<file path="src/rtl/pse_class_pkg.sv">
package pse_class_pkg;
  typedef enum logic [1:0] {
    DEV_NONE = 2'd0,
    DEV_T1   = 2'd1,
    DEV_T2   = 2'd2,
    DEV_HP   = 2'd3
  } dev_type_e;

  typedef enum logic [1:0] {
    ST_IDLE  = 2'd0,
    ST_TRIG  = 2'd1,
    ST_WAIT  = 2'd2,
    ST_POWER = 2'd3
  } seq_state_e;

  localparam logic [2:0] CLS_FOUR = 3'd4;
  localparam logic [1:0] LAST_EVT = 2'd3;
endpackage

</file>
<file path="src/rtl/pse_class_timer.sv">
module pse_class_timer #(
  parameter int TMO_CYC = 16
) (
  input  logic clk,
  input  logic rst_n,
  input  logic clr,
  input  logic run,
  output logic expired
);
  localparam int CW = $clog2(TMO_CYC + 1);
  localparam logic [CW-1:0] LAST = CW'(TMO_CYC - 1);

  logic [CW-1:0] cnt_q;

  always_ff @(posedge clk or negedge rst_n) begin
    if (!rst_n)      cnt_q <= '0;
    else if (clr)    cnt_q <= '0;
    else if (run)    cnt_q <= cnt_q + 1'b1;
  end

  assign expired = run && (cnt_q == LAST);
endmodule

</file>
<file path="src/rtl/pse_class_thr.sv">
module pse_class_thr
  import pse_class_pkg::*;
#(
  parameter int THR_W = 8,
  parameter logic [THR_W-1:0] CUT_T1 = 8'd30,
  parameter logic [THR_W-1:0] CUT_T2 = 8'd60,
  parameter logic [THR_W-1:0] CUT_HP = 8'd200,
  parameter logic [THR_W-1:0] LIM_T1 = 8'd80,
  parameter logic [THR_W-1:0] LIM_T2 = 8'd140,
  parameter logic [THR_W-1:0] LIM_HP = 8'd240
) (
  input  logic             clk,
  input  logic             rst_n,
  input  logic             clr,
  input  logic             ld,
  input  dev_type_e        type_in,
  output logic [THR_W-1:0] cut_code,
  output logic [THR_W-1:0] lim_code
);
  logic [THR_W-1:0] cut_lu, lim_lu;

  always_comb begin
    unique case (type_in)
      DEV_T1:  begin cut_lu = CUT_T1; lim_lu = LIM_T1; end
      DEV_T2:  begin cut_lu = CUT_T2; lim_lu = LIM_T2; end
      DEV_HP:  begin cut_lu = CUT_HP; lim_lu = LIM_HP; end
      default: begin cut_lu = '0;     lim_lu = '0;     end
    endcase
  end

  always_ff @(posedge clk or negedge rst_n) begin
    if (!rst_n) begin
      cut_code <= '0;
      lim_code <= '0;
    end else if (clr) begin
      cut_code <= '0;
      lim_code <= '0;
    end else if (ld) begin
      cut_code <= cut_lu;
      lim_code <= lim_lu;
    end
  end
endmodule

</file>
<file path="src/rtl/pse_class_fsm.sv">
module pse_class_fsm
  import pse_class_pkg::*;
(
  input  logic       clk,
  input  logic       rst_n,
  input  logic       port_reset,
  input  logic       det_ok,
  input  logic       cls_valid,
  input  logic [2:0] cls_code,
  input  logic       tmo_exp,
  output logic       cls_ready,
  output logic       evt_pulse,
  output logic [1:0] evt_idx,
  output logic       tmr_clr,
  output logic       tmr_run,
  output logic       ld,
  output dev_type_e  type_nxt,
  output logic [1:0] dev_type,
  output logic       pwr_req,
  output logic       fault
);
  seq_state_e state_q, state_n;
  logic [1:0] idx_q, idx_n;
  dev_type_e  type_q, type_n;
  logic       fault_q, fault_n;
  logic       take;

  assign take = (state_q == ST_WAIT) && cls_valid;

  always_comb begin
    state_n  = state_q;
    idx_n    = idx_q;
    type_n   = type_q;
    fault_n  = fault_q;
    ld       = 1'b0;
    type_nxt = DEV_NONE;
    unique case (state_q)
      ST_IDLE: if (det_ok) begin
        state_n = ST_TRIG;
        idx_n   = 2'd1;
        fault_n = 1'b0;
      end
      ST_TRIG: state_n = ST_WAIT;
      ST_WAIT: begin
        if (take) begin
          if (cls_code > CLS_FOUR) begin
            fault_n = 1'b1;
            state_n = ST_IDLE;
          end else if (cls_code == CLS_FOUR && idx_q != LAST_EVT) begin
            idx_n   = idx_q + 2'd1;
            state_n = ST_TRIG;
          end else begin
            if (idx_q != LAST_EVT)          type_nxt = DEV_T1;
            else if (cls_code == CLS_FOUR)  type_nxt = DEV_T2;
            else                            type_nxt = DEV_HP;
            ld      = 1'b1;
            type_n  = type_nxt;
            state_n = ST_POWER;
          end
        end else if (tmo_exp) begin
          fault_n = 1'b1;
          state_n = ST_IDLE;
        end
      end
      default: state_n = ST_POWER;
    endcase
    if (port_reset) begin
      state_n = ST_IDLE;
      idx_n   = 2'd0;
      type_n  = DEV_NONE;
      fault_n = 1'b0;
      ld      = 1'b0;
    end
  end

  always_ff @(posedge clk or negedge rst_n) begin
    if (!rst_n) begin
      state_q <= ST_IDLE;
      idx_q   <= 2'd0;
      type_q  <= DEV_NONE;
      fault_q <= 1'b0;
    end else begin
      state_q <= state_n;
      idx_q   <= idx_n;
      type_q  <= type_n;
      fault_q <= fault_n;
    end
  end

  assign cls_ready = (state_q == ST_WAIT);
  assign evt_pulse = (state_q == ST_TRIG);
  assign evt_idx   = idx_q;
  assign tmr_clr   = (state_q == ST_TRIG);
  assign tmr_run   = (state_q == ST_WAIT);
  assign pwr_req   = (state_q == ST_POWER);
  assign dev_type  = type_q;
  assign fault     = fault_q;
endmodule

</file>
<file path="src/rtl/pse_class_seq.sv">
module pse_class_seq
  import pse_class_pkg::*;
#(
  parameter int TMO_CYC = 16,
  parameter int THR_W = 8,
  parameter logic [THR_W-1:0] CUT_T1 = 8'd30,
  parameter logic [THR_W-1:0] CUT_T2 = 8'd60,
  parameter logic [THR_W-1:0] CUT_HP = 8'd200,
  parameter logic [THR_W-1:0] LIM_T1 = 8'd80,
  parameter logic [THR_W-1:0] LIM_T2 = 8'd140,
  parameter logic [THR_W-1:0] LIM_HP = 8'd240
) (
  input  logic             clk,
  input  logic             rst_n,
  input  logic             port_reset,
  input  logic             det_ok,
  input  logic             cls_valid,
  output logic             cls_ready,
  input  logic [2:0]       cls_code,
  output logic             evt_pulse,
  output logic [1:0]       evt_idx,
  output logic [1:0]       dev_type,
  output logic [THR_W-1:0] cut_code,
  output logic [THR_W-1:0] lim_code,
  output logic             pwr_req,
  output logic             fault
);
  logic      tmo_exp, tmr_clr, tmr_run, ld;
  dev_type_e type_nxt;

  pse_class_timer #(.TMO_CYC(TMO_CYC)) u_timer (
    .clk(clk), .rst_n(rst_n), .clr(tmr_clr), .run(tmr_run), .expired(tmo_exp)
  );

  pse_class_fsm u_fsm (
    .clk(clk), .rst_n(rst_n), .port_reset(port_reset), .det_ok(det_ok),
    .cls_valid(cls_valid), .cls_code(cls_code), .tmo_exp(tmo_exp),
    .cls_ready(cls_ready), .evt_pulse(evt_pulse), .evt_idx(evt_idx),
    .tmr_clr(tmr_clr), .tmr_run(tmr_run), .ld(ld), .type_nxt(type_nxt),
    .dev_type(dev_type), .pwr_req(pwr_req), .fault(fault)
  );

  pse_class_thr #(
    .THR_W(THR_W), .CUT_T1(CUT_T1), .CUT_T2(CUT_T2), .CUT_HP(CUT_HP),
    .LIM_T1(LIM_T1), .LIM_T2(LIM_T2), .LIM_HP(LIM_HP)
  ) u_thr (
    .clk(clk), .rst_n(rst_n), .clr(port_reset), .ld(ld), .type_in(type_nxt),
    .cut_code(cut_code), .lim_code(lim_code)
  );
endmodule

</file>
<file path="config.mk">
export PLATFORM = sky130hd
export DESIGN_NAME = pse_class_seq
export DESIGN_NICKNAME = d
export VERILOG_FILES = /design/src/rtl/pse_class_pkg.sv /design/src/rtl/pse_class_timer.sv /design/src/rtl/pse_class_thr.sv /design/src/rtl/pse_class_fsm.sv /design/src/rtl/pse_class_seq.sv
export SDC_FILE = /design/constraint.sdc
export NUM_CORES = 1
export LEC_CHECK = 0
export BUFFER_PORTS_ARGS = -buffer_cell sky130_fd_sc_hd__buf_2
export CAP_MARGIN = 20
export CORE_ASPECT_RATIO = 0.6
export CORE_MARGIN = 4
export CORE_UTILIZATION = 50
export CTS_CLUSTER_SIZE = 24
export DETAILED_ROUTE_END_ITERATION = 7
export GPL_ROUTABILITY_DRIVEN = 0
export PLACE_DENSITY = 0.81
export SLEW_MARGIN = 20
export SYNTH_ARGS = -nofsm -noshare
export SYNTH_HDL_FRONTEND = slang
export SYNTH_SLANG_ARGS = --single-unit
</file>
<file path="constraint.sdc">
create_clock -name clk -period 3.28 [get_ports clk]
set_clock_uncertainty 0.1 [all_clocks]
set_input_delay 0.492 -clock clk [delete_from_list [all_inputs] [get_ports clk]]
set_output_delay 0.492 -clock clk [all_outputs]
set_load 0.005 [all_outputs]
</file>
==> flow_summary.toml, run 1 <==
[layout]
fin_nets = 173
fin_cells = 183
synthToLayoutAreaGrowth_pct = 10.4
drive_gt1_share_pct = 29.1
antennaDiodeCount = 0
fin_util_pct = 58.0
design_area_sq_mm = 0.00146

[synthesis]
ys.flop_type = "dfrtp_1"
syn_inst = 132
synth_edf_count = 0
synth_top_area_share_pct = 35.9
synthTopCellsByCount = "dfrtp_1 (19), ha_1 (13), nand2b_1 (12), buf_4 (10), inv_1 (10)"
ys_warn_count = 0
yosys.cell_count.top_type = "dfrtp_1"
synth-seq-cells = 19
synth.largest_area_cell = "dfrtp_1"
seq_area_frac_synth_pct = 35.9
syn_area_sq_mm = 0.00133
async_flop_share_pct = 100
synthTopCellsByArea = "dfrtp_1 (36%), ha_1 (12%), buf_4 (5.7%)"
synthDistinctLibCells = 43
postSynthAreaPerCell_sq_um = 10.0

[cts]
cts_hold_buf = 0
cts-htree-levels = 1
post_cts_resized = 0
insertion_delay_ns = 0.26
post_cts_buffers = 0
cts.sinks = 19
clk_pin_slew_worst_paths_ns = 0.08
cts_tree = "yes"
clockBufferDepth = 2
root_buffer = "clkbuf_8"
cts_made_buffers = 3

[drt]
viasPerCell = 5.50
route.met2.wl_microns = 1160
drt_pass1_iterations = 4
m1WireLength_microns = 1300
first_iter_violations = 75
highest_layer = "met4"
wl_met3_microns = 155
drt_wl_total_microns = 2640
wl_per_cell_microns = 14.4
drc_errors = 0
ant_nets = 0
vias = 1007

[sta]
hold_slack_ns = 0.0609
final.period_utilization_pct = 75.8
rsz0062_at_grt = "false"
hold_violations = 0
maxSlewViolCount = 0
setup_violations = 0
clock.fmax_mhz = 402
fin_setup_tns_ns = 0
period_needed_ns = 2.49
layout_setup_ws_ns = 0.795

[critical_path]
cp.arrival_ns = 2.52
endpoint_kind = "flip-flop"
required_ns = 3.31
start_kind = "flip-flop"
path_max_fanout = 11
critPathKind = "reg2reg"

[pwr]
p_leak_nw = 0.727
p_per_area_mw_per_mm2 = 606
power_uw = 886
vdd_drop_max_v = 0.000263

[floorplanning]
dieArea_sq_mm = 0.00356
chipHeight_microns = 47.9
num_rows = 14
start_util_pct = 52.5
io_pins = 32
die_w_microns = 74.5
core_area_sq_mm = 0.00252

[global_routing]
grt_max_degree = 26
first_global_vias = 942
grtUsageTotal_pct = 16.5
grt_pass1_wl_microns = 4420
overflow = 0
antenna_found_initial = 0

[min_path]
hold_path.class = "in2async"

[outcome]
status = "complete, no violations"

[flow_run]
maxCapViolations = 0

[place]
pre_cts_ws_ns = 0.847
place_area_sq_mm = 0.00142
port_buffers = 28
dp_hpwl_microns = 2020
place_inst = 179
## state kept, by name (all words and copies together) (netlist names)
| name | cells |
|---|---|
| u_fsm.dev_type | 2 |
| u_timer.cnt_q | 5 |
| u_thr.cut_code | 5 |
| u_fsm.evt_idx | 2 |
| u_thr.lim_code | 2 |
| u_fsm.state_q | 2 |
| u_fsm.fault | 1 |
## per-layer routing
layer  track usage, %  up-vias
met5                0        -
met4             2.48        0
met3             5.66        4
met2             24.6       30
met1             23.5      484
li1                 -      489
## worst max-delay path, cell delays in order, from the launching register on
cell	delay, ns
dfrtp_1	0.45
inv_1	0.15
ha_1	0.40
nand2_1	0.22
nor2_1	0.25
inv_1	0.13
ha_1	0.21
a2111oi_0	0.37
a211oi_1	0.09
## logic make-up (layout without fill, tap and decap cells)
kind of cell	Yosys count	after routing	share of synthesized area [%]
other cells	1	3	0.283
compound gates	24	24	14.4
mux	9	9	7.84
simple gates	41	41	19.2
buf+inv	25	42	10.1
fa+ha+maj	13	13	12.3
flops	19	19	35.9
## cell type report
class	instances	area [sq um]
timing repair buffer	28	140
clock inverter	1	5.00
clock buffer	3	41.3
multi-input combinational	90	723
fill	212	1060
tap	32	40.0
sequential	19	475
inverter	10	37.5
## placed cells by master, fill, tap and decap left out, types with 2 or more instances in the layout
cell type,count
nor2b_1,3
clkbuf_8,3
o21ai_0,7
conb_1,3
mux2_2,3
or2_2,2
buf_2,28
dfrtp_1,19
mux2i_1,4
and3_1,2
o22ai_1,3
nand2b_1,12
nand2_1,3
nor2_1,6
mux2_4,2
or3_1,2
inv_1,10
ha_1,13
a21oi_1,2
nand4_1,2
## path summary, 6_finish.rpt
kind / from / to / slack [ns] / depth (start not counted)
min in group clk: u_thr.cut_code[1]$_DFFE_PN0P_ / u_thr.cut_code[1]$_DFFE_PN0P_ / 0.44 / 2
setup reg to reg: u_fsm.state_q[0]$_DFFE_PN0P_ / u_thr.lim_code[7]$_DFFE_PN0P_ / 0.79 / 8
hold / removal: rst_n / u_thr.cut_code[1]$_DFFE_PN0P_ / 0.06 / 1
hold reg to reg: u_thr.cut_code[1]$_DFFE_PN0P_ / u_thr.cut_code[1]$_DFFE_PN0P_ / 0.44 / 2
setup / recovery: u_fsm.state_q[0]$_DFFE_PN0P_ / u_thr.lim_code[7]$_DFFE_PN0P_ / 0.79 / 8
max in group asynchronous: rst_n / u_fsm.fault$_DFFE_PN0P_ / 2.71 / 1
## power breakdown
part / internal, mW / leakage [nW] / switching (mW) / total (mW)
Sequential: 0.287 / 0.251 / 0.0494 / 0.337
Clock: 0.0845 / 0.0255 / 0.0807 / 0.165
Combinational: 0.174 / 0.451 / 0.210 / 0.384
(Power assumes the default switching activity.)
==> run 2, diff against run 1 <==
Settings changed: ABC_AREA from default to 1, CORE_UTILIZATION 50 to 46, PLACE_DENSITY 0.81 to 0.8.
Clock period 3.28 ns to 2 ns, I/O delays scaled along.
==> flow_summary.toml, run 2 <==
[outcome]
status = "complete, no violations"

[synthesis]
synthTopCellsByCount = "nand2_1 (37), nand3_1 (21), dfrtp_1 (19), inv_1 (18), ha_1 (13)"
ys.flop_type = "dfrtp_1"
synth_compound_area_share_pct = 4.58
synth_top_area_share_pct = 39.6
synth-simple-area-share_pct = 30.0
synthTopCellsByArea = "dfrtp_1 (40%), ha_1 (14%), nand2_1 (12%)"
ys_warn_count = 0
postSynthAreaPerCell_sq_um = 7.95
synth_top_family_by_area = "simple AND/OR/NAND/NOR gates"
syn_inst = 151
synth-seq-cells = 19
synth.area.mux_share_pct = 0
synth-adder-area-share_pct = 13.5
synthDistinctLibCells = 23
syn_area_sq_mm = 0.00120
async_flop_share_pct = 100
yosys.cell_count.top_type = "nand2_1"
synth_edf_count = 0
seq_area_frac_synth_pct = 39.6
synth.largest_area_cell = "dfrtp_1"
synthXorXnorAreaFrac_pct = 0

[drt]
drt_wl_total_microns = 2530
vias = 1026
wl_per_cell_microns = 12.1
viasPerCell = 4.91
drt_pass1_iterations = 4
ant_nets = 0
first_iter_violations = 78
drc_errors = 0

[global_routing]
grtUsageTotal_pct = 15.2
first_global_vias = 882
antenna_found_initial = 0
grt_max_degree = 20
grt_pass1_wl_microns = 3950
overflow = 0

[layout]
regArea_sq_um = 475
layout_common_cells = "nand2_1 (37), buf_2 (28), nand3_1 (21)"
antennaDiodeCount = 0
final_common_cell = "nand2_1"
design_area_sq_mm = 0.00139
drive_gt1_share_pct = 24.9
fillers = 230
fin_nets = 199
multi_input_area_sq_um = 599
reg_top3 = "u_thr.cut_code: 5 flops, u_timer.cnt_q: 5 flops"
synthToLayoutAreaGrowth_pct = 15.7

[critical_path]
start_kind = "flip-flop"
critPathKind = "reg2reg"
endpoint_kind = "flip-flop"
path_max_fanout = 5
required_ns = 2.06
cp.arrival_ns = 1.97

[floorplanning]
dieArea_sq_mm = 0.00352
io_pins = 32
die_w_microns = 74.0
num_rows = 14
core_area_sq_mm = 0.00250
start_util_pct = 48.0
chipHeight_microns = 47.6

[cts]
clockBufferDepth = 2
insertion_delay_ns = 0.26
root_buffer = "clkbuf_8"
cts.sinks = 19
cts_made_buffers = 3
cts_tree = "yes"
cts-htree-levels = 1
clk_pin_slew_worst_paths_ns = 0.07

[sta]
setup_violations = 0
final.period_utilization_pct = 95.7
maxSlewViolCount = 0
hold_slack_ns = 0.303
clock.fmax_mhz = 522
period_needed_ns = 1.91
fin_setup_tns_ns = 0
rsz0062_at_grt = "false"
hold_violations = 0

[place]
port_buffers = 28
place_area_sq_mm = 0.00132
dp_hpwl_microns = 2010

[pwr]
p_per_area_mw_per_mm2 = 990
p_leak_nw = 0.833
vdd_drop_max_v = 0.000491
power_mw = 1.38

[min_path]
hold_path.class = "in2reg"

[flow_run]
maxCapViolations = 0
-- run 2: changes by cell type after synthesis, moves of 4 or more --
cell      change
nor2_1        +4
o21ai_0       -4
inv_1         +8
nand2_1      +34
nand3_1      +20
nand2b_1     -12
mux2i_1       -4
-- run 2: layout make-up --
| class | count | area share (%) |
|---|---|---|
| multi-input combinational | 105 | 43.1 |
| sequential | 19 | 34.2 |
| timing repair buffer | 30 | 11.3 |
| inverter | 19 | 5.13 |
| clock buffer | 3 | 2.97 |
| tap | 32 | 2.88 |
| clock inverter | 1 | 0.360 |
-- run 2: final timing paths --
kind | cells after the start | from | slack [ns] | end
max | 10 | u_fsm.state_q[0]$_DFFE_PN0P_ | 0.09 | u_thr.lim_code[7]$_DFFE_PN0P_
min | 4 | cls_code[2] | 0.30 | u_thr.lim_code[6]$_DFFE_PN0P_
max reg2reg | 10 | u_fsm.state_q[0]$_DFFE_PN0P_ | 0.09 | u_thr.lim_code[7]$_DFFE_PN0P_
min reg2reg | 2 | u_fsm.fault$_DFFE_PN0P_ | 0.40 | u_fsm.fault$_DFFE_PN0P_
max in group asynchronous | 2 | rst_n | 1.09 | u_timer.cnt_q[3]$_DFFE_PN0P_
min in group asynchronous | 2 | rst_n | 0.41 | u_fsm.dev_type[1]$_DFFE_PN0P_
-- run 2: through the flow --
| step | setup WS (ns) | util, % | std cells |
|---|---|---|---|
| after floorplan | 0.125 | - | 153 |
| after global placement | 0.125 | 52.8 | 204 |
| after detailed placement | 0.00924 | 52.8 | 204 |
| after CTS | 0.0161 | 55.2 | 209 |
| after global routing | 0.0115 | 55.5 | 209 |
| final | 0.0860 | 55.5 | 209 |
-- run 2: cells by family (layout without fill, tap and decap cells) --
kind of cell | count (synthesis) | after routing
flops | 19 | 19
simple gates | 79 | 79
fa+ha+maj | 13 | 13
buf+inv | 29 | 53
compound gates | 10 | 10
other cells | 1 | 3
-- run 2: critical path, cell delays in order, from the launching register on --
cell     delay (ns)
dfrtp_1        0.43
inv_2          0.07
ha_1           0.21
nand2_1        0.10
inv_1          0.09
nand2_2        0.15
nor2_4         0.06
ha_1           0.18
or2_2          0.29
nand3_1        0.08
nand2_1        0.05
-- run 2: power by group --
group          total, mW  switching (mW)  internal [mW]
clock network      0.275           0.136          0.139
registers          0.551          0.0799          0.471
logic              0.550           0.335          0.215
-- run 2: metal layers --
layer  share of wire (%)  routed length [microns]  GRT usage (%)
met4                 1.8                       45           6.14
met3                 4.7                      120           3.35
met2                  48                     1210           26.2
met1                  46                     1160           19.0
met5                   0                        0              0
-- run 2: what timing repair did --
action                                 CTS  global route
hold buffers                             1             0
buffers inserted                         0             0
resized for setup                        1             3
setup endpoints to repair                1             2
endpoints found under the hold margin   19             0
==> run 3, diff against run 2 <==
Settings changed: CORE_UTILIZATION 46 to 47, PLACE_DENSITY 0.8 to 0.81, SYNTH_HIERARCHICAL from default to 1.
==> flow_summary.toml, run 3 <==
[outcome]
status = "complete, no violations"

[min_path]
min_path_cells = 4
worstHoldStart = "port_reset"
min_to = "u_thr/lim_code[7]$_DFFE_PN0P_"
hold_path.class = "in2reg"

[cts]
post_cts_resized = 0
cts_tree = "yes"
insertion_delay_ns = 0.25
clk_pin_slew_worst_paths_ns = 0.07
cts_made_buffers = 3
root_buffer = "clkbuf_8"
post_cts_buffers = 0
cts.sinks = 19
cts-htree-levels = 1
clockBufferDepth = 2

[place]
port_buffers = 28
dp_hpwl_microns = 1910
place_area_sq_mm = 0.00136
place_inst = 225

[floorplanning]
dieArea_sq_mm = 0.00360
chipHeight_microns = 48.1
num_rows = 14
die_w_microns = 74.8
start_util_pct = 49.6
core_area_sq_mm = 0.00254
io_pins = 32

[critical_path]
reg2reg_from = "u_fsm/state_q[0]$_DFFE_PN0P_"
cpPeakStageDelay_ns = 0.43
rr_worst_depth = 9
reg2reg_setup_slack_ns = 0.26
path_buf_inv = 3
cp_cell_sequence = "inv_2, nand3_2, inv_2, nand2_2, nor2_1, inv_1, ha_1, nand3_1, nand2_1"
critical-path-top-delay-family = "simple AND/OR/NAND/NOR gates"
required_ns = 2.05
path_max_fanout = 4
cp_num_cells = 9
r2r-end = "u_thr/cut_code[4]$_DFFE_PN0P_"
cp.arrival_ns = 1.79
path_common_cell = "inv_2"
endpoint_kind = "flip-flop"
critPathKind = "reg2reg"
start_kind = "flip-flop"
cp_slowest_cell = "dfrtp_1"

[synthesis]
synthTopCellsByCount = "nand2_1 (55), inv_1 (26), dfrtp_1 (19), nor2_1 (15), nand3_1 (13)"
seq_area_frac_synth_pct = 37.7
postSynthAreaPerCell_sq_um = 7.24
synthDistinctLibCells = 20
synth_top_area_share_pct = 37.7
synthXorXnorAreaFrac_pct = 0
synth-seq-cells = 19
synth-adder-area-share_pct = 7.94
async_flop_share_pct = 100
synth_compound_area_share_pct = 3.87
syn_area_sq_mm = 0.00126
synthTopCellsByArea = "dfrtp_1 (38%), nand2_1 (16%), ha_1 (7.9%)"
synth.area.mux_share_pct = 0
ys_warn_count = 6
syn_inst = 174
synth.largest_area_cell = "dfrtp_1"
synth_edf_count = 0
synth_top_family_by_area = "simple AND/OR/NAND/NOR gates"
synth-simple-area-share_pct = 34.1
ys.flop_type = "dfrtp_1"
yosys.cell_count.top_type = "nand2_1"

[sta]
hold_slack_ns = 0.295
final.period_utilization_pct = 87.1
hold_violations = 0
clock.fmax_mhz = 574
maxSlewViolCount = 0
rsz0062_at_grt = "false"
setup_violations = 0
period_needed_ns = 1.74
fin_setup_tns_ns = 0

[layout]
fillers = 238
design_area_sq_mm = 0.00142
reg_top3 = "u_thr/cut_code: 5 flops, u_timer/cnt_q: 5 flops"
fin_util_pct = 55.8
fin_nets = 215
final_common_cell = "nand2_1"
layout_common_cells = "nand2_1 (55), buf_2 (28), inv_1 (26)"
fin_cells = 230
synthToLayoutAreaGrowth_pct = 12.5
antennaDiodeCount = 0
drive_gt1_share_pct = 24.2

[drt]
vias = 1082
drc_errors = 0
highest_layer = "met4"
wl_per_cell_microns = 10.1
ant_nets = 0
first_iter_violations = 53
wl_met3_microns = 193
viasPerCell = 4.70
route.met2.wl_microns = 986
drt_wl_total_microns = 2330
m1WireLength_microns = 1130
drt_pass1_iterations = 4

[global_routing]
grt_max_degree = 20
grtUsageTotal_pct = 14.9
first_global_vias = 905
grt_pass1_wl_microns = 3990
overflow = 0
antenna_found_initial = 0

[pwr]
p_per_area_mw_per_mm2 = 704
vdd_drop_max_v = 0.000367
p_leak_nw = 0.894

[flow_run]
maxCapViolations = 0
[run 3: changes by cell type in the layout (fill, tap and decap cells not counted), sizes merged, moves of 3 or more]
cell,change
nand3,-7
nand2,+20
nor2,+8
nand4,-3
inv,+10
ha,-5
[run 3: routing by layer]
layer  vias up  track usage (%)
met2        40             23.4
met4         0             4.26
met5         -                0
met3         5             4.94
li1        561                -
met1       476             20.1
[run 3: how the worst max path moves through the flow]
stage	startpoint	endpoint	slack, ns
2_1_floorplan	u_fsm/state_q[0]$_DFFE_PN0P_	u_thr/cut_code[4]$_DFFE_PN0P_	0.42
3_3_place_gp	u_fsm/state_q[0]$_DFFE_PN0P_	u_thr/cut_code[4]$_DFFE_PN0P_	0.35
3_5_place_dp	u_fsm/state_q[0]$_DFFE_PN0P_	u_thr/cut_code[4]$_DFFE_PN0P_	0.24
4_1_cts	u_fsm/state_q[0]$_DFFE_PN0P_	u_thr/cut_code[4]$_DFFE_PN0P_	0.23
5_1_grt	u_fsm/state_q[0]$_DFFE_PN0P_	u_thr/cut_code[4]$_DFFE_PN0P_	0.09
6_report	u_fsm/state_q[0]$_DFFE_PN0P_	u_thr/cut_code[4]$_DFFE_PN0P_	0.26
[run 3: layout make-up]
type / instances / area, sq um / share of cell area (%)
timing repair buffer: 30 / 158 / 11.1
multi-input combinational: 116 / 589 / 41.6
inverter: 29 / 109 / 7.68
clock buffer: 3 / 41.3 / 2.91
sequential: 19 / 475 / 33.5
clock inverter: 1 / 5.00 / 0.353
tap: 32 / 40.0 / 2.82
[run 3: logic make-up (layout without fill, tap and decap cells)]
group | Yosys count | after routing
other | 1 | 3
AO/OA/AOI/OAI | 9 | 9
flip-flops | 19 | 19
adder cells (fa/ha/maj) | 8 | 8
AND/OR/NAND/NOR | 96 | 96
buffers and inverters | 41 | 63
[run 3: timing repair]
item	in CTS	in global routing
hold buffers	1	0
setup endpoints to repair	0	0
endpoints found under the hold margin	19	0
[run 3: metrics by stage]
step	power, mW	worst slack [ns]
finish	0.999	0.258
global route	1.07	0.0850
CTS	1.01	0.232
detailed placement	0.744	0.241
global placement	0.736	0.350
floorplan	0.673	0.416
[run 3: report_power, final]
group	leakage (nW)	internal [mW]	switching [mW]
registers	0.257	0.431	0.0417
clock network	0.0255	0.138	0.123
logic	0.611	0.0967	0.168
total	0.894	0.666	0.332
[run 3: worst register-to-register path: cells and delay by family (launching register included)]
family	cells	cell delay [ns]
AND/OR/NAND/NOR	5	0.52
buffers and inverters	3	0.31
flip-flops	1	0.43
adder cells (fa/ha/maj)	1	0.28
